$ cat config.mk
export PLATFORM = sky130hd
export DESIGN_NAME = gc_write_barrier
export DESIGN_NICKNAME = d
export VERILOG_FILES = /design/src/rtl/gcwb_pkg.sv /design/src/rtl/gcwb_gen_regs.sv /design/src/rtl/gcwb_region_match.sv /design/src/rtl/gcwb_barrier_eval.sv /design/src/rtl/gc_write_barrier.sv
export SDC_FILE = /design/constraint.sdc
export NUM_CORES = 1
export LEC_CHECK = 0
export BUFFER_PORTS_ARGS = -buffer_cell sky130_fd_sc_hd__clkbuf_2
export CAP_MARGIN = 15
export CORE_MARGIN = 5
export CORE_UTILIZATION = 40
export CTS_BUF_LIST = sky130_fd_sc_hd__clkbuf_16
export DETAILED_ROUTE_END_ITERATION = 8
export GPL_TIMING_DRIVEN = 0
export PLACE_DENSITY = 0.56
export REMOVE_ABC_BUFFERS = 1
export SLEW_MARGIN = 5
export SYNTH_ARGS = -nofsm -noshare
export SYNTH_HDL_FRONTEND = slang
export SYNTH_HIERARCHICAL = 1
export SYNTH_SLANG_ARGS = --single-unit
$ cat constraint.sdc
create_clock -name clk -period 10.7 [get_ports clk]
set_input_delay 1.07 -clock clk [delete_from_list [all_inputs] [get_ports clk]]
set_output_delay 1.07 -clock clk [all_outputs]
set_load 0.1 [all_outputs]
$ cat src/rtl/gcwb_pkg.sv
package gcwb_pkg;

    // Request mode: plain check result or checked store raising an exception
    typedef enum logic {
        GCWB_CHECK = 1'b0,
        GCWB_STORE = 1'b1
    } gcwb_mode_e;

    // Lowest bit of the size/address field in a region register (4 KiB minimum)
    localparam int GCWB_FIELD_LSB = 11;

    // Registered response
    typedef struct packed {
        logic valid;
        logic flag;
        logic exc;
    } gcwb_resp_t;

endpackage

$ cat src/rtl/gcwb_gen_regs.sv
module gcwb_gen_regs
    import gcwb_pkg::*;
#(
    parameter int NUM_GEN = 4,
    parameter int VA_W    = 64,
    parameter int IDX_W   = 2,
    localparam int FW     = VA_W - GCWB_FIELD_LSB
) (
    input  logic                          clk,
    input  logic                          rst,
    input  logic                          we,
    input  logic [IDX_W-1:0]              idx,
    input  logic [VA_W-1:0]               wdata,
    output logic [NUM_GEN-1:0]            gen_en,
    output logic [NUM_GEN-1:0][FW-1:0]    gen_field
);

    // Bits 10:1 carry no meaning and are not stored
    logic unused_rsvd;
    assign unused_rsvd = ^wdata[GCWB_FIELD_LSB-1:1];

    for (genvar g = 0; g < NUM_GEN; g++) begin : g_reg
        always_ff @(posedge clk) begin
            if (rst) begin
                gen_en[g]    <= 1'b0;
                gen_field[g] <= '0;
            end else if (we && idx == IDX_W'(g)) begin
                gen_en[g]    <= wdata[0];
                gen_field[g] <= wdata[VA_W-1:GCWB_FIELD_LSB];
            end
        end

        // a register changes only through a write addressed to it
        p_write_only_r10: assert property (@(posedge clk) disable iff (rst)
            !(we && idx == IDX_W'(g)) |=> $stable(gen_field[g]) && $stable(gen_en[g]));
    end

endmodule

$ cat src/rtl/gcwb_region_match.sv
module gcwb_region_match
    import gcwb_pkg::*;
#(
    parameter int VA_W = 64,
    localparam int FW  = VA_W - GCWB_FIELD_LSB
) (
    input  logic          en,
    input  logic [FW-1:0] field,
    input  logic [FW-1:0] va_hi,
    output logic          hit
);

    logic [FW-1:0] marker;
    logic [FW-1:0] care;

    always_comb begin
        marker = field & (~field + FW'(1));     // lowest set bit = size marker
        care   = ~(marker | (marker - FW'(1))); // bits strictly above the marker
        hit    = en && (field != '0) && (((va_hi ^ field) & care) == '0);
    end

endmodule

$ cat src/rtl/gcwb_barrier_eval.sv
module gcwb_barrier_eval
    import gcwb_pkg::*;
#(
    parameter int NUM_GEN = 4,
    parameter int VA_W    = 64,
    localparam int FW     = VA_W - GCWB_FIELD_LSB
) (
    input  logic [NUM_GEN-1:0]         gen_en,
    input  logic [NUM_GEN-1:0][FW-1:0] gen_field,
    input  logic [FW-1:0]              value_hi,
    input  logic [FW-1:0]              addr_hi,
    output logic                       flag
);

    logic [NUM_GEN-1:0] val_hit;
    logic [NUM_GEN-1:0] adr_hit;
    logic [NUM_GEN-1:0] adr_young;   // address lies in generation 0..k

    for (genvar g = 0; g < NUM_GEN; g++) begin : g_match
        gcwb_region_match #(.VA_W(VA_W)) u_val (
            .en(gen_en[g]), .field(gen_field[g]), .va_hi(value_hi), .hit(val_hit[g]));
        gcwb_region_match #(.VA_W(VA_W)) u_adr (
            .en(gen_en[g]), .field(gen_field[g]), .va_hi(addr_hi), .hit(adr_hit[g]));
    end

    always_comb begin
        adr_young[0] = adr_hit[0];
        for (int k = 1; k < NUM_GEN; k++) begin
            adr_young[k] = adr_young[k-1] | adr_hit[k];
        end
        flag = 1'b0;
        for (int k = 0; k < NUM_GEN; k++) begin
            flag = flag | (val_hit[k] & ~adr_young[k]);
        end
    end

    // a disabled generation produces no match on either side
    always_comb begin
        a_dis_nomatch_r6: assert (((val_hit | adr_hit) & ~gen_en) == '0);
    end

endmodule

$ cat src/rtl/gc_write_barrier.sv
module gc_write_barrier
    import gcwb_pkg::*;
#(
    parameter int NUM_GEN  = 4,
    parameter int VA_W     = 64,
    localparam int IDX_W   = (NUM_GEN > 2) ? 2 : 1,
    localparam int FW      = VA_W - GCWB_FIELD_LSB
) (
    input  logic              clk,
    input  logic              rst,
    input  logic              cfg_we,
    input  logic [IDX_W-1:0]  cfg_idx,
    input  logic [VA_W-1:0]   cfg_wdata,
    input  logic              req_valid,
    input  logic              req_mode,
    input  logic [VA_W-1:0]   req_value,
    input  logic [VA_W-1:0]   req_addr,
    output logic              res_valid,
    output logic              res_flag,
    output logic              exc_req
);

    logic [NUM_GEN-1:0]         gen_en;
    logic [NUM_GEN-1:0][FW-1:0] gen_field;
    logic                       hit_now;
    gcwb_resp_t                 resp_q;
    gcwb_mode_e                 mode;

    // Page offsets never take part in matching
    logic unused_offsets;
    assign unused_offsets = ^{req_value[GCWB_FIELD_LSB-1:0], req_addr[GCWB_FIELD_LSB-1:0]};

    assign mode = gcwb_mode_e'(req_mode);

    gcwb_gen_regs #(.NUM_GEN(NUM_GEN), .VA_W(VA_W), .IDX_W(IDX_W)) u_regs (
        .clk(clk), .rst(rst), .we(cfg_we), .idx(cfg_idx), .wdata(cfg_wdata),
        .gen_en(gen_en), .gen_field(gen_field));

    gcwb_barrier_eval #(.NUM_GEN(NUM_GEN), .VA_W(VA_W)) u_eval (
        .gen_en(gen_en), .gen_field(gen_field),
        .value_hi(req_value[VA_W-1:GCWB_FIELD_LSB]),
        .addr_hi(req_addr[VA_W-1:GCWB_FIELD_LSB]),
        .flag(hit_now));

    always_ff @(posedge clk) begin
        if (rst) begin
            resp_q <= '0;
        end else begin
            resp_q.valid <= req_valid;
            resp_q.flag  <= req_valid && (mode == GCWB_CHECK) && hit_now;
            resp_q.exc   <= req_valid && (mode == GCWB_STORE) && hit_now;
        end
    end

    assign res_valid = resp_q.valid;
    assign res_flag  = resp_q.flag;
    assign exc_req   = resp_q.exc;

    // outputs are quiet right after reset
    p_reset_quiet_r1: assert property (@(posedge clk)
        $past(rst) |-> !res_valid && !res_flag && !exc_req);

    // response follows request by one cycle, silence otherwise
    p_resp_lat_r9: assert property (@(posedge clk) disable iff (rst)
        req_valid |=> res_valid);
    p_idle_quiet_r9: assert property (@(posedge clk) disable iff (rst)
        !req_valid |=> !res_valid && !res_flag && !exc_req);

    // a check result only comes from a check-mode request
    p_flag_mode_r7: assert property (@(posedge clk) disable iff (rst)
        res_flag |-> $past(req_mode) == 1'b0);

    // an exception only comes from a checked-store request
    p_exc_mode_r8: assert property (@(posedge clk) disable iff (rst)
        exc_req |-> $past(req_mode) == 1'b1 && !res_flag);

    // with every generation disabled nothing is flagged
    p_none_enabled_r6: assert property (@(posedge clk) disable iff (rst)
        (gen_en == '0) |=> !res_flag && !exc_req);

endmodule

# == Yosys cells after proc, flatten, opt, wreduce, memory -nomap -nowiden ==
# Index checks and enable logic that the tools add are counted.
# totals
ff_bits,219
latchBits,0
ram_bits,0
mem_bits_ro,0
input_bits,199
out_inout_bits,3
wordCells,102
mem_count,0
# classes
n_addsub,8
mul,0
div_mod_pow,0
magnitude_cmp,0
eq_ne,3
n_shift,0
n_mux,0
bitwise_logic,47
n_reduce_logical,33
# op_table
cell,n
$and A53 B53 Y53,12
$logic_not A53 Y1,8
$not A53 Y53,8
$xor A53 B53 Y53,8
$add A53 B1 Y53 const B,4
$or A53 B53 Y53,4
$reduce_bool A53 Y1,4
$sub A53 B1 Y53 const B,4
$logic_and A1 B1 Y1,20
$or A1 B1 Y1,6
$not A1 Y1,5
$and A1 B1 Y1,4
$eq A2 B2 Y1 const B,2
$eq A2 B1 Y1 const B,1
$logic_not A2 Y1,1

# == Logic depth before layout (Yosys ltp) ==
# Gate-level depths: netlist of the first run.
# logic_depth
ltp_word,16
depth_mapped,14
depth_no_buf,13

# == By module ==
# Netlist of the first run, hierarchy kept.
# modules_own_cells
module,instances,cells_per_inst,area_each_um2,seq_area_each_um2
gcwb_region_match,8,261,1765.4,0.0
gcwb_gen_regs,1,762,8608.3,4324.1
gc_write_barrier,1,6,92.6,60.1
gcwb_barrier_eval,1,6,41.3,0.0

# == Worst setup path before layout of the first run ==
# No wires, ideal clock.
# synth_path
path_type,input to register
from,input port req_addr[12]
to,register resp_q (netlist bit res_flag)
setup_time_ps,117
arrival_ps,3299
t_required_ps,10583
slack_ps,7283
cell_stages,12
n_path_buf,0
cell_sequence,xor2_1 a221oi_1 a21oi_1 a2111oi_0 nand4_1 nor4_2 nand4_1 nor4_2 nor3b_1 a21oi_1 o41ai_2 and4bb_2
# synth_via
elab_chain_len,11
word_cells_on_any_way,31
cone_classes,bitwise: 22; reduce/logical: 9
# synth_lines
element,line_no,source
"start, declared",gc_write_barrier.sv:17,"input logic [VA_W-1:0] req_addr,"
$xor A53 B53 Y53 (*),gcwb_region_match.sv:19,hit = en && (field != '0) && (((va_hi ^ field) & care) == '0);
$and A53 B53 Y53 (*),gcwb_region_match.sv:19,
$logic_not A53 Y1 (*),gcwb_region_match.sv:19,
$logic_and A1 B1 Y1 (*),gcwb_region_match.sv:19,
named net u_eval.adr_hit[0],gcwb_barrier_eval.sv:16,logic [NUM_GEN-1:0] adr_hit;
$or A1 B1 Y1,gcwb_barrier_eval.sv:29,adr_young[k] = adr_young[k-1] | adr_hit[k];
$not A1 Y1 or $or A1 B1 Y1 (tied branches),"gcwb_barrier_eval.sv:33, gcwb_barrier_eval.sv:29",
"$and A1 B1 Y1, or another cell as far along",gcwb_barrier_eval.sv:33,flag = flag | (val_hit[k] & ~adr_young[k]);
"$or A1 B1 Y1, or another cell as far along",gcwb_barrier_eval.sv:33,
$or A1 B1 Y1 or $and A1 B1 Y1 (tied branches),gcwb_barrier_eval.sv:33,
$or A1 B1 Y1 (*),gcwb_barrier_eval.sv:33,
named net hit_now,gc_write_barrier.sv:25,logic hit_now;
$logic_and A1 B1 Y1 (*),gc_write_barrier.sv:50,resp_q.flag <= req_valid && (mode == GCWB_CHECK) && hit_now;
"end, declared",gc_write_barrier.sv:26,gcwb_resp_t resp_q;
# The timed path passes the listed nets; every way through them passes the cells marked *.
# A chain may end at the register's enable or synchronous reset.

# == Final worst setup path of the first run ==
# layout_path
from,register u_regs/gen_field[1] in the netlist's numbering
to,register resp_q (netlist bit res_flag)
# layout_via
elab_chain_len,16
word_cells_on_any_way,31
cone_classes,add/sub: 2; bitwise: 22; reduce/logical: 7
# layout_lines
element,line_no,source
"start, declared",gcwb_gen_regs.sv:15,output logic [NUM_GEN-1:0][FW-1:0] gen_field
"start signal, assigned by index",gcwb_gen_regs.sv:29,gen_field[g] <= wdata[VA_W-1:GCWB_FIELD_LSB];
$not A53 Y53,gcwb_region_match.sv:17,marker = field & (~field + FW'(1));
$add A53 B1 Y53,gcwb_region_match.sv:17,
$and A53 B53 Y53,gcwb_region_match.sv:17,
$sub A53 B1 Y53,gcwb_region_match.sv:18,care = ~(marker | (marker - FW'(1)));
$or A53 B53 Y53,gcwb_region_match.sv:18,
$not A53 Y53,gcwb_region_match.sv:18,
$and A53 B53 Y53,gcwb_region_match.sv:19,
$logic_not A53 Y1,gcwb_region_match.sv:19,
(+1 left out),--,
named net u_eval.adr_hit[0],gcwb_barrier_eval.sv:16,
$or A1 B1 Y1,gcwb_barrier_eval.sv:29,
$not A1 Y1 or $or A1 B1 Y1 (tied branches),"gcwb_barrier_eval.sv:33, gcwb_barrier_eval.sv:29",
"$and A1 B1 Y1, or another cell as far along",gcwb_barrier_eval.sv:33,
"$or A1 B1 Y1, or another cell as far along",gcwb_barrier_eval.sv:33,
$or A1 B1 Y1 or $and A1 B1 Y1 (tied branches),gcwb_barrier_eval.sv:33,
$or A1 B1 Y1 (*),gcwb_barrier_eval.sv:33,
named net hit_now,gc_write_barrier.sv:25,
$logic_and A1 B1 Y1 (*),gc_write_barrier.sv:50,
# Marks and branches as above.

==> summary.md, run 1 <==
- 7.989 um2 — Syn Area/Cell
- 0.1627 — compound-gate portion of the synthesized area
- 3 — worst-case clock buffer depth
- 87 — Cell Rows
- simple AND/OR/NAND/NOR gates — main combinational cell family by area after synthesis
- 0 — final hold violation count
- 0.06 ns — Clock Pin Slew Worst Setup and Hold Paths
- 10.71 nW — Leak
- 0.9967 — routability congestion estimate from global placement
- 17710 um2 — total area of multi-input combinational cells
- 0.01525 ns — Clock Skew
- 112.3 mm — Post-Route WL
- 0 — hold buffer count at cts
- 0.1917 — proportion of synthesized chip area in sequential cells
- 0 — share of synthesized cell area in full adder, half adder and majority cells
- 3422 — Iteration-0 DRC Markers
- 6 — router iterations before antenna repair
- 126.0 nW/um2 — power density over the cells
- 48.18 mm — routed length on met1
- 0 — Overflow after GRT
- 11.61% — growth of design area from synthesis to finish
- sky130_fd_sc_hd__dfxtp_1 — most instantiated flip-flop cell in the synthesis netlist
- 0.1917 — post-synth top area share
- 0.1348 — xor-xnor portion of the synthesized cell area
- 0 — final max-slew violation count
- flop — kind of end point of the critical path
- 249.1 um — vertical extent of the die
- 62050 um2 — Die Outline Area
- 0.3989 — fraction of power spent switching nets
- 6.576 — Via density
- 219 — Sink Count
- 34 — TritonCTS Buffers
- sky130_fd_sc_hd__clkbuf_16 — CTS Root Buffer Type
- 165 — maximum number of pins on one net before global-route repair
- 0.1412 — fraction of final layout cells with drive strength greater than 1
- sky130_fd_sc_hd__dfxtp_1 (19%), sky130_fd_sc_hd__mux2i_1 (9.8%), sky130_fd_sc_hd__xor2_1 (9.2%) — synth top area cells
- 2 — number of H-tree levels
- 3200 — net total in the final layout
- 0.347 — relative contribution of combinational cells to total power
- 2 — antenna violations before repair
- 167 — number of I/O port buffers
- 0.360 — Clk pwr share
- 1.283 mW — Switching Power
- 219 — Synth Register Bits
- 206.7 MHz — Max Clock Freq
- 23060 — via count of the first global-routing pass
- 22870 um2 — synthesized cell area
- no — unrepaired setup endpoints after global routing
- 202 — IO Count
- 0.293 — Sequential Power Share
- sky130_fd_sc_hd__dfxtp_1 — library cell occupying the most area in the post-synthesis netlist
- 0 — max-cap check violation count
- 0.4517 — post-layout utilization of the core
- 249.1 um — Die X-Extent
- flop to flop — class of the worst hold path
- met4 — highest metal layer with signal wires
- flop to flop — Worst Setup Path Type
- finished clean — outcome
- 5.28 ns — CP Data Arrival Time
- 88.90 mm — post-detail-place hpwl
- 0.1037 mV — peak supply drop
- 4.838 ns — final critical delay including setup and external delays
- 4384 um2 — flip-flop and latch area
- 56500 um2 — core outline area
- yes — TritonCTS clock tree
- 0 ns — Fin Setup TNS
- 5773 — fill count
- 6 — Yosys warning total
- 1.933 mW — internal power component
- 0 — count of flip-flops with a built-in enable after synthesis
- 69 — Synth cell types
- 9 — peak fanout along the critical path
- 0.9844 ns — transition at the pin with the smallest max-transition slack
- 0.4047 — starting density of the core
- 29.71 um — DR WL/cell
- 24870 — vias
- 0 — final setup violating endpoints
- 11.14 ns — Data required, critical path
- 0.3351 — Slew HR
- 0 — count of instances resized after the clock tree is built
- 2862 — synthesized instance count
- 0 — post-CTS setup buffer count
- flop — kind of launch point of the worst setup path
- 157.7 mm — wire length of the first global-routing pass
- 0.3782 — synthesized-area fraction occupied by and/or/nand/nor cells
- 10.64 mm — detailed-routed wire length on met3
- 0 — Detail Route Antenna Nets
- 0 — FFs w/ async S/R, synth
- 0.09806 — share of synthesized area spent on multiplexers
- 0.4521 — share of the cycle needed by the critical path after routing
- 0.56 ns — latest clock arrival within the worst-skew pair
- 0 — DRC violations left
- 47.65 mm — routed length on met2
- 0.3377 — gr usage total
power groups by stage:
stage,Combinational [mW],Sequential (mW),Clock (mW)
floorplan,0.694,0.924,0
global placement,1.07,0.957,0
detailed placement,1.07,0.958,0
CTS,1.07,0.940,1.18
global route,1.17,0.949,1.21
finish,1.11,0.943,1.16
synth_stat cells, drive strengths merged (35+ instances only):
library cell    n
or3            56
xor2          240
and3           40
o22ai          56
clkbuf         35
nand4         120
nand2          80
nor2          200
mux2i         224
nand3         121
nand2b        310
o21ai         152
a21oi          98
nor4           88
dfxtp         219
xnor2         112
nor3          168
buf            43
inv            66
per-layer routing:
layer / GRT usage / vias to the layer above
met5: 0 / -
met4: 0.1463 / 0
met3: 0.05784 / 245
met2: 0.5074 / 1427
met1: 0.4765 / 12180
li1: - / 11020
cell families (layout without fill, tap and decap cells):
kind of cell           after synthesis  in the layout
multiplexers                       224            224
other                                0              2
flip-flops                         219            219
XOR/XNOR                           352            352
AND/OR/NAND/NOR                   1368           1368
AO/OA/AOI/OAI                      555            555
buffers and inverters              144            306
cell type report:
type | instances | area share
Tap cell | 756 | 0.03706
Multi-Input combinational cell | 2499 | 0.6940
Antenna cell | 2 | 0.0001961
Clock buffer | 35 | 0.03432
Clock inverter | 24 | 0.009805
Timing Repair Buffer | 181 | 0.04314
Inverter | 66 | 0.009707
Sequential cell | 219 | 0.1718
critical path: stages, from the launching register on:
cell                       delay [ns]
sky130_fd_sc_hd__dfxtp_1         0.42
sky130_fd_sc_hd__nor3_4          0.56
sky130_fd_sc_hd__nand3_4         0.17
sky130_fd_sc_hd__nor4_4          0.55
sky130_fd_sc_hd__and2_1          0.49
sky130_fd_sc_hd__o22ai_1         0.22
sky130_fd_sc_hd__a221o_1         0.31
sky130_fd_sc_hd__nor4_2          0.43
sky130_fd_sc_hd__nand4_1         0.17
sky130_fd_sc_hd__nor4_2          0.69
sky130_fd_sc_hd__nor3b_1         0.13
sky130_fd_sc_hd__a21oi_1         0.17
sky130_fd_sc_hd__o41ai_2         0.12
sky130_fd_sc_hd__and4bb_2        0.26
per-stage QoR:
stage	cell area, um2	total power, mW	hold slack [ns]	worst slack [ns]	instances
after global routing	25520	3.324	0.5099	5.693	3782
after floorplan	22320	1.618	0.4616	6.633	2784
after global placement	24110	2.026	0.4850	4.942	3707
after CTS	25520	3.195	0.4964	5.933	3780
after detailed placement	24390	2.025	0.4893	5.773	3721
final	25520	3.217	0.5001	5.862	3782
cells in the final DEF (no fill, tap or decap), types with 17 or more instances in the layout:
cell	Yosys	final
sky130_fd_sc_hd__or3_1	48	48
sky130_fd_sc_hd__xor2_1	240	240
sky130_fd_sc_hd__nand4_1	120	120
sky130_fd_sc_hd__o41ai_1	24	24
sky130_fd_sc_hd__mux2i_1	224	224
sky130_fd_sc_hd__inv_1	66	68
sky130_fd_sc_hd__dfxtp_1	219	219
sky130_fd_sc_hd__a31oi_1	24	24
sky130_fd_sc_hd__nor2_1	200	200
sky130_fd_sc_hd__clkbuf_2	0	166
sky130_fd_sc_hd__nor3b_1	17	17
sky130_fd_sc_hd__and3_1	24	24
sky130_fd_sc_hd__o21ai_0	152	152
sky130_fd_sc_hd__xnor2_1	112	112
sky130_fd_sc_hd__clkbuf_16	0	35
sky130_fd_sc_hd__a21o_1	24	24
sky130_fd_sc_hd__nor3_1	152	152
sky130_fd_sc_hd__nor4_4	24	24
sky130_fd_sc_hd__o22ai_1	56	56
sky130_fd_sc_hd__nor4_1	40	40
sky130_fd_sc_hd__a21oi_1	90	90
sky130_fd_sc_hd__nor4_2	24	24
sky130_fd_sc_hd__nand2b_1	310	310
sky130_fd_sc_hd__nand2_1	80	80
sky130_fd_sc_hd__nand3_1	113	112
sky130_fd_sc_hd__or2_2	32	32
registers in the layout (all words and copies together) (netlist names):
register	flops
res_valid	1
u_regs/gen_en	4
exc_req	1
res_flag	1
u_regs/gen_field	212
worst paths after layout:
check / start / endpoint / slack [ns] / cells after the start
worst min register to register: u_regs/gen_en[0]$_SDFFE_PP0P_ / u_regs/gen_en[0]$_SDFFE_PP0P_ / 0.50 / 2
worst max register to register: u_regs/gen_field[1]$_SDFFE_PP0P_ / res_flag$_SDFF_PP0_ / 5.86 / 13
worst max-delay path: u_regs/gen_field[1]$_SDFFE_PP0P_ / res_flag$_SDFF_PP0_ / 5.86 / 13
worst min-delay path: u_regs/gen_en[0]$_SDFFE_PP0P_ / u_regs/gen_en[0]$_SDFFE_PP0P_ / 0.50 / 2
Note: power is estimated with default switching activity, not from simulation.
==> run 2: changes to the inputs <==
- PLACE_DENSITY: 0.56 -> 0.58
- clock period: 10.7 -> 4.4 ns (I/O delays scaled with it)
==> summary.md, run 2 (synthesis gave the netlist of run 1 again) <==
- complete, but fails checks — outcome
- setup timing — violated checks
- 0 — max-cap check violation count
- 0 — DRC violations left
- 0 — Detail Route Antenna Nets
- 3 — worst-case clock buffer depth
- 0.07502 ns — hold_ws
- 4.781 mW — internal power component
- sky130_fd_sc_hd__nor4_4 — cell type of the slowest stage on the worst timing path
- u_regs/gen_field[9]$_SDFFE_PP0P_ — R2R Path Start
- u_regs/gen_field x212, u_regs/gen_en x4 — biggest registers after layout
- 7.978 mW — Overall Power
- flop — kind of launch point of the worst setup path
- 307.8 nW/um2 — power density over the cells
- req_valid — hold wc startpoint
- 4.433 ns — final critical delay including setup and external delays
- 0.1553 — fraction of final layout cells with drive strength greater than 1
- res_valid$_SDFF_PP0_ — endpoint of the worst hold-timing path
- 0.3306 mV — peak supply drop
- sky130_fd_sc_hd__clkbuf_16 — CTS Root Buffer Type
- 0.358 — Clk pwr share
- 4.97 ns — CP Data Arrival Time
- 4.94 ns — Data required, critical path
- 0 — number of inserted diodes
- 0.4588 — post-layout utilization of the core
- 2 — worst hold path stage count
- 31 — TritonCTS Buffers
- 0.355 — relative contribution of combinational cells to total power
- 0 — final hold violation count
- 212 — number of flip-flops in the largest register
- yes — TritonCTS clock tree
- flop to flop — Worst Setup Path Type
- 23030 — via count of the first global-routing pass
- 0.4007 — fraction of power spent switching nets
- 3233 — net total in the final layout
- 0 — final max-slew violation count
- 24410 um2 — instance area after placement
- sky130_fd_sc_hd__nand2b_1 — leading cell type in the layout, fill and taps excluded
- sky130_fd_sc_hd__nand2b_1 (310), sky130_fd_sc_hd__xor2_1 (240), sky130_fd_sc_hd__mux2i_1 (224) — most frequent cells in the layout
- 160.3 mm — wire length of the first global-routing pass
- 0 — Overflow after GRT
- 3252 — Iteration-0 DRC Markers
- 0.4047 — starting density of the core
- 6.554 — Via density
- 6 — router iterations before antenna repair
- 0.53 ns — max incr delay on CP
- 0.3434 — gr usage total
- input port to flop — class of the worst hold path
- 0.63 ns — latest clock arrival within the worst-skew pair
- 1.011 — routability congestion estimate from global placement
- 2 — final setup violating endpoints
- u_regs/gen_field — Top reg by flops
- 56500 um2 — core outline area
- 25920 um2 — design area
- -0.03 ns — register-to-register setup slack
- 87 — Cell Rows
- 1 — number of H-tree levels
- 114.7 mm — Post-Route WL
- 0.07 ns — Clock Pin Slew Worst Setup and Hold Paths
- 3.197 mW — Switching Power
- 62050 um2 — Die Outline Area
- 1.077 ns — transition at the pin with the smallest max-transition slack
- 1.008 — share of the cycle needed by the critical path after routing
- 25000 — vias
- 178 — maximum number of pins on one net before global-route repair
- 225.6 MHz — Max Clock Freq
- 13.36% — growth of design area from synthesis to finish
- 249.1 um — vertical extent of the die
- 10.93 nW — Leak
- 167 — number of I/O port buffers
- 0.2752 — Slew HR
- -0.03315 ns — post-route worst setup slack
- 0.288 — Sequential Power Share
- nor4_4, and3_2, nand4_1, or3b_1, o21ai_0, o21ai_0, nor4_2, nand4_1, nor4_4, a21oi_1, o41ai_2, and4bb_2 — cell chain of the critical path
- 1 — antenna violations before repair
- 249.1 um — Die X-Extent
- 30.07 um — DR WL/cell
- 219 — Sink Count
- 12 — number of cells on the worst reg-to-reg path
- 202 — IO Count
- res_flag$_SDFF_PP0_ — capture instance of the worst register-to-register path
- flop — kind of end point of the critical path
- 0.03780 ns — Clock Skew
- 5 — peak fanout along the critical path
- 90.58 mm — post-detail-place hpwl
[run 2: cell count changes in the layout (fill, tap and decap cells not counted), sizes merged]
cell / before / now
buf: 14 / 50
clkbuf: 202 / 198
bufinv: 4 / 7
diode: 2 / 0
clkinv: 13 / 12
clkinvlp: 2 / 3
[run 2: final cells by class]
| type | instances | area [um2] |
|---|---|---|
| Sequential cell | 219 | 4388 |
| Clock inverter | 27 | 347.8 |
| Tap cell | 756 | 945.9 |
| Fill cell | 5589 | 30580 |
| Inverter | 66 | 247.7 |
| Clock buffer | 31 | 775.7 |
| Multi-Input combinational cell | 2499 | 17830 |
| Timing Repair Buffer | 217 | 1388 |
[run 2: worst max path at each step]
stage / start / end / slack, ns / depth (start not counted)
floorplan: cfg_idx[1] / u_regs/gen_en[0]$_SDFFE_PP0P_ / 0.96 / 2
global placement: cfg_idx[1] / u_regs/gen_field[9]$_SDFFE_PP0P_ / -0.78 / 3
detailed placement: u_regs/gen_field[6]$_SDFFE_PP0P_ / res_flag$_SDFF_PP0_ / -0.51 / 13
CTS: u_regs/gen_field[165]$_SDFFE_PP0P_ / res_flag$_SDFF_PP0_ / 0.01 / 13
global route: u_regs/gen_field[195]$_SDFFE_PP0P_ / exc_req$_SDFF_PP0_ / -0.02 / 12
finish: u_regs/gen_field[9]$_SDFFE_PP0P_ / res_flag$_SDFF_PP0_ / -0.03 / 12
[run 2: metal layers]
metal	vias up	wire (um)	GRT usage
li1	11070	-	-
met1	12290	49380	0.4773
met2	1391	49080	0.5315
met3	259	10470	0.05815
met4	0	5803	0.1359
met5	-	0	0
[run 2: power by group through the flow]
stage               registers, mW  clock network, mW  logic [mW]
global route                 2.31               2.98        2.96
detailed placement           2.33                  0        2.62
CTS                          2.29               2.89        2.65
floorplan                    2.25                  0        1.69
finish                       2.30               2.85        2.83
global placement             2.33                  0        2.62
[run 2: stage by stage]
step / setup WS (ns) / std cells / TNS (ns)
6_report: -0.03315 / 3815 / -0.05825
5_1_grt: -0.02122 / 3815 / -0.03812
4_1_cts: 0.01171 / 3791 / 0
3_5_place_dp: -0.5089 / 3721 / -1.003
3_3_place_gp: -0.7824 / 3707 / -35.60
2_1_floorplan: 0.9630 / 2784 / 0
[run 2: what timing repair did]
action	in CTS	in global routing
hold buffers	0	0
pin swaps	12	17
buffers inserted	12	24
hold endpoints to repair	0	0
gates resized for setup	11	26
setup endpoints to repair	2	2
[run 2: worst max-delay path: cells and delay by family (launching register included)]
| kind | cells | cell delay (ns) |
|---|---|---|
| AND/OR/NAND/NOR | 8 | 2.98 |
| AO/OA/AOI/OAI | 4 | 0.94 |
| flip-flops | 1 | 0.41 |
==> run 3: changes to the inputs <==
- ABC_AREA: unset -> 1
- CTS_CLUSTER_DIAMETER: unset -> 60
==> summary.md, run 3 <==
- finished clean — outcome
- 0.09689 — fraction of final layout cells with drive strength greater than 1
- 4292 — Iteration-0 DRC Markers
- 59020 um2 — core outline area
- 3.561 ns — final critical delay including setup and external delays
- 115 — maximum number of pins on one net before global-route repair
- 254.2 um — vertical extent of the die
- 280.8 MHz — Max Clock Freq
- 0.1838 — post-synth top area share
- 133.9 mm — Post-Route WL
- 30 — TritonCTS Buffers
- 5.565 um2 — Syn Area/Cell
- req_valid — hold wc startpoint
- 13.62 nW — Leak
- 4615 — net total in the final layout
- 8.413 mW — Overall Power
- u_regs/gen_field — Top reg by flops
- 0 — final max-slew violation count
- flop — kind of end point of the critical path
- 34 — Synth cell types
- 25.70 um — DR WL/cell
- 4.05 ns — CP Data Arrival Time
- 1.031 — routability congestion estimate from global placement
- 0.8093 — share of the cycle needed by the critical path after routing
- 0.1838 — proportion of synthesized chip area in sequential cells
- 0.3416 mV — peak supply drop
- 219 — Synth Register Bits
- 167 — number of I/O port buffers
- 18 — number of cells on the worst reg-to-reg path
- 0 — Detail Route Antenna Nets
- 0 — FFs w/ async S/R, synth
- 316.9 nW/um2 — power density over the cells
- 11.30% — growth of design area from synthesis to finish
- 0 — count of flip-flops with a built-in enable after synthesis
- 0 ns — Fin Setup TNS
- 0 — count of instances resized after the clock tree is built
- 0 — max-cap check violation count
- 219 — Sink Count
- 4.89 ns — Data required, critical path
- sky130_fd_sc_hd__dfxtp_1 (18%), sky130_fd_sc_hd__nor2_1 (17%), sky130_fd_sc_hd__nand2_1 (16%) — synth top area cells
- 0.2888 — Slew HR
- 0 — number of inserted diodes
- sky130_fd_sc_hd__nor2_1 — leading cell type in the layout, fill and taps excluded
- u_regs/gen_field x212, u_regs/gen_en x4 — biggest registers after layout
- flop to flop — Worst Setup Path Type
- 254.2 um — Die X-Extent
- sky130_fd_sc_hd__nor2_1 (1076), sky130_fd_sc_hd__nand2_1 (1028), sky130_fd_sc_hd__inv_1 (535) — most frequent cells in the layout
- res_valid$_SDFF_PP0_ — endpoint of the worst hold-timing path
- 0.58 ns — latest clock arrival within the worst-skew pair
- 0 — final setup violating endpoints
- 64620 um2 — Die Outline Area
- 5.611 — Via density
- 183.5 mm — wire length of the first global-routing pass
- sky130_fd_sc_hd__dfxtp_1 — library cell occupying the most area in the post-synthesis netlist
- 0.84 ns — register-to-register setup slack
- 0 — post-CTS setup buffer count
- 212 — number of flip-flops in the largest register
- 0 — final hold violation count
- 0.4042 — starting density of the core
- 29240 — vias
- 4287 — synthesized instance count
- sky130_fd_sc_hd__nor2_1 — most frequently used cell type in the post-synthesis netlist
- 6684 — fill count
- sky130_fd_sc_hd__clkbuf_16 — CTS Root Buffer Type
- 1.057 ns — transition at the pin with the smallest max-transition slack
- 0 — hold buffer count at cts
- res_flag$_SDFF_PP0_ — capture instance of the worst register-to-register path
- sky130_fd_sc_hd__dfxtp_1 — most instantiated flip-flop cell in the synthesis netlist
- input port to flop — class of the worst hold path
- 0.01006 ns — Clock Skew
- 89 — Cell Rows
- 202 — IO Count
- 0.3960 — gr usage total
- u_regs/gen_field[78]$_SDFFE_PP0P_ — R2R Path Start
- 3 — worst hold path stage count
- 0 — Overflow after GRT
- 0.06 ns — Clock Pin Slew Worst Setup and Hold Paths
- sky130_fd_sc_hd__nor2_1 (1076), sky130_fd_sc_hd__nand2_1 (1028), sky130_fd_sc_hd__inv_1 (530) — list of most frequent post-synthesis cells
- 7 — peak fanout along the critical path
- 1 — number of H-tree levels
- flop — kind of launch point of the worst setup path
- 6 — router iterations before antenna repair
- 26300 — via count of the first global-routing pass
- 23860 um2 — synthesized cell area
- 108.9 mm — post-detail-place hpwl
- 0 — DRC violations left
- 6 — Yosys warning total
- yes — TritonCTS clock tree
- no — unrepaired setup endpoints after global routing
- 2 — antenna violations before repair
- 3 — worst-case clock buffer depth
-- run 3: metal layers --
metal  vias to the layer above  GRT usage  share of wire  wire (um)
li1                      13760          -              -          -
met1                     13480     0.5234           0.41      54400
met2                      1627     0.6391           0.44      59410
met3                       367    0.03824          0.082      10940
met4                         0     0.2168          0.068       9164
met5                         -          0              0          0
-- run 3: worst max path at each step --
stage | start | to | slack, ns | cells after the start
final | u_regs/gen_field[78]$_SDFFE_PP0P_ | res_flag$_SDFF_PP0_ | 0.84 | 18
after global routing | u_regs/gen_field[78]$_SDFFE_PP0P_ | res_flag$_SDFF_PP0_ | 0.71 | 18
after CTS | u_regs/gen_field[32]$_SDFFE_PP0P_ | res_flag$_SDFF_PP0_ | 0.78 | 14
after detailed placement | u_regs/gen_field[32]$_SDFFE_PP0P_ | res_flag$_SDFF_PP0_ | 0.79 | 14
after global placement | cfg_we | u_regs/gen_field[154]$_SDFFE_PP0P_ | -2.20 | 4
after floorplan | cfg_we | u_regs/gen_en[2]$_SDFFE_PP0P_ | 1.52 | 3
-- run 3: cell type report --
cell class	count	area, um2	share of cell area
timing repair buffer	176	1059	0.03987
tap	773	967.2	0.03643
sequential	219	4384	0.1651
clock inverter	23	165.2	0.006221
inverter	539	2031	0.07648
clock buffer	31	775.7	0.02922
multi-input combinational	3450	17170	0.6467
-- run 3: cell families (layout without fill, tap and decap cells) --
kind of cell,count (synthesis),in the layout,share of synthesized area
and+or+nand+nor,2788,2788,0.5123
buffers and inverters,618,769,0.09834
AOI/OAI and AO/OA,278,278,0.06462
xor gates and xnor gates,384,384,0.1410
DFF,219,219,0.1838
-- run 3: stage by stage --
stage	area, um2	util	std cells	hold WS, ns	setup WS (ns)
after global routing	26550	0.4499	5211	0.08160	0.7088
after detailed placement	25600	0.4337	5156	0.5289	0.7912
after floorplan	23530	-	4208	0.4741	1.521
after CTS	26540	0.4496	5210	0.04453	0.7792
after global placement	25340	0.4293	5148	0.5234	-2.203
final	26550	0.4499	5211	0.06652	0.8389
-- run 3: power by group --
group	internal, mW	leakage (nW)	switching, mW
registers	2.09	1.79	0.364
logic	1.02	11.3	2.58
clock network	1.34	0.488	1.01
-- run 3: critical path, cell delays in order, from the launching register on --
cell and delay [ns]:
sky130_fd_sc_hd__dfxtp_1 0.45, sky130_fd_sc_hd__nor2_1 0.36, sky130_fd_sc_hd__nand3_1 0.35, sky130_fd_sc_hd__nor2_1 0.24, sky130_fd_sc_hd__inv_1 0.07, sky130_fd_sc_hd__nor2_2 0.28
sky130_fd_sc_hd__nand3_1 0.23, sky130_fd_sc_hd__o21ai_0 0.23, sky130_fd_sc_hd__o21ai_0 0.11, sky130_fd_sc_hd__a211oi_1 0.38, sky130_fd_sc_hd__nand4_1 0.14, sky130_fd_sc_hd__nor2_1 0.13
sky130_fd_sc_hd__inv_1 0.06, sky130_fd_sc_hd__nand2_1 0.06, sky130_fd_sc_hd__nor2_1 0.04, sky130_fd_sc_hd__nand2_1 0.08, sky130_fd_sc_hd__nand2_1 0.11, sky130_fd_sc_hd__nand2_1 0.11
sky130_fd_sc_hd__nor2_2 0.03
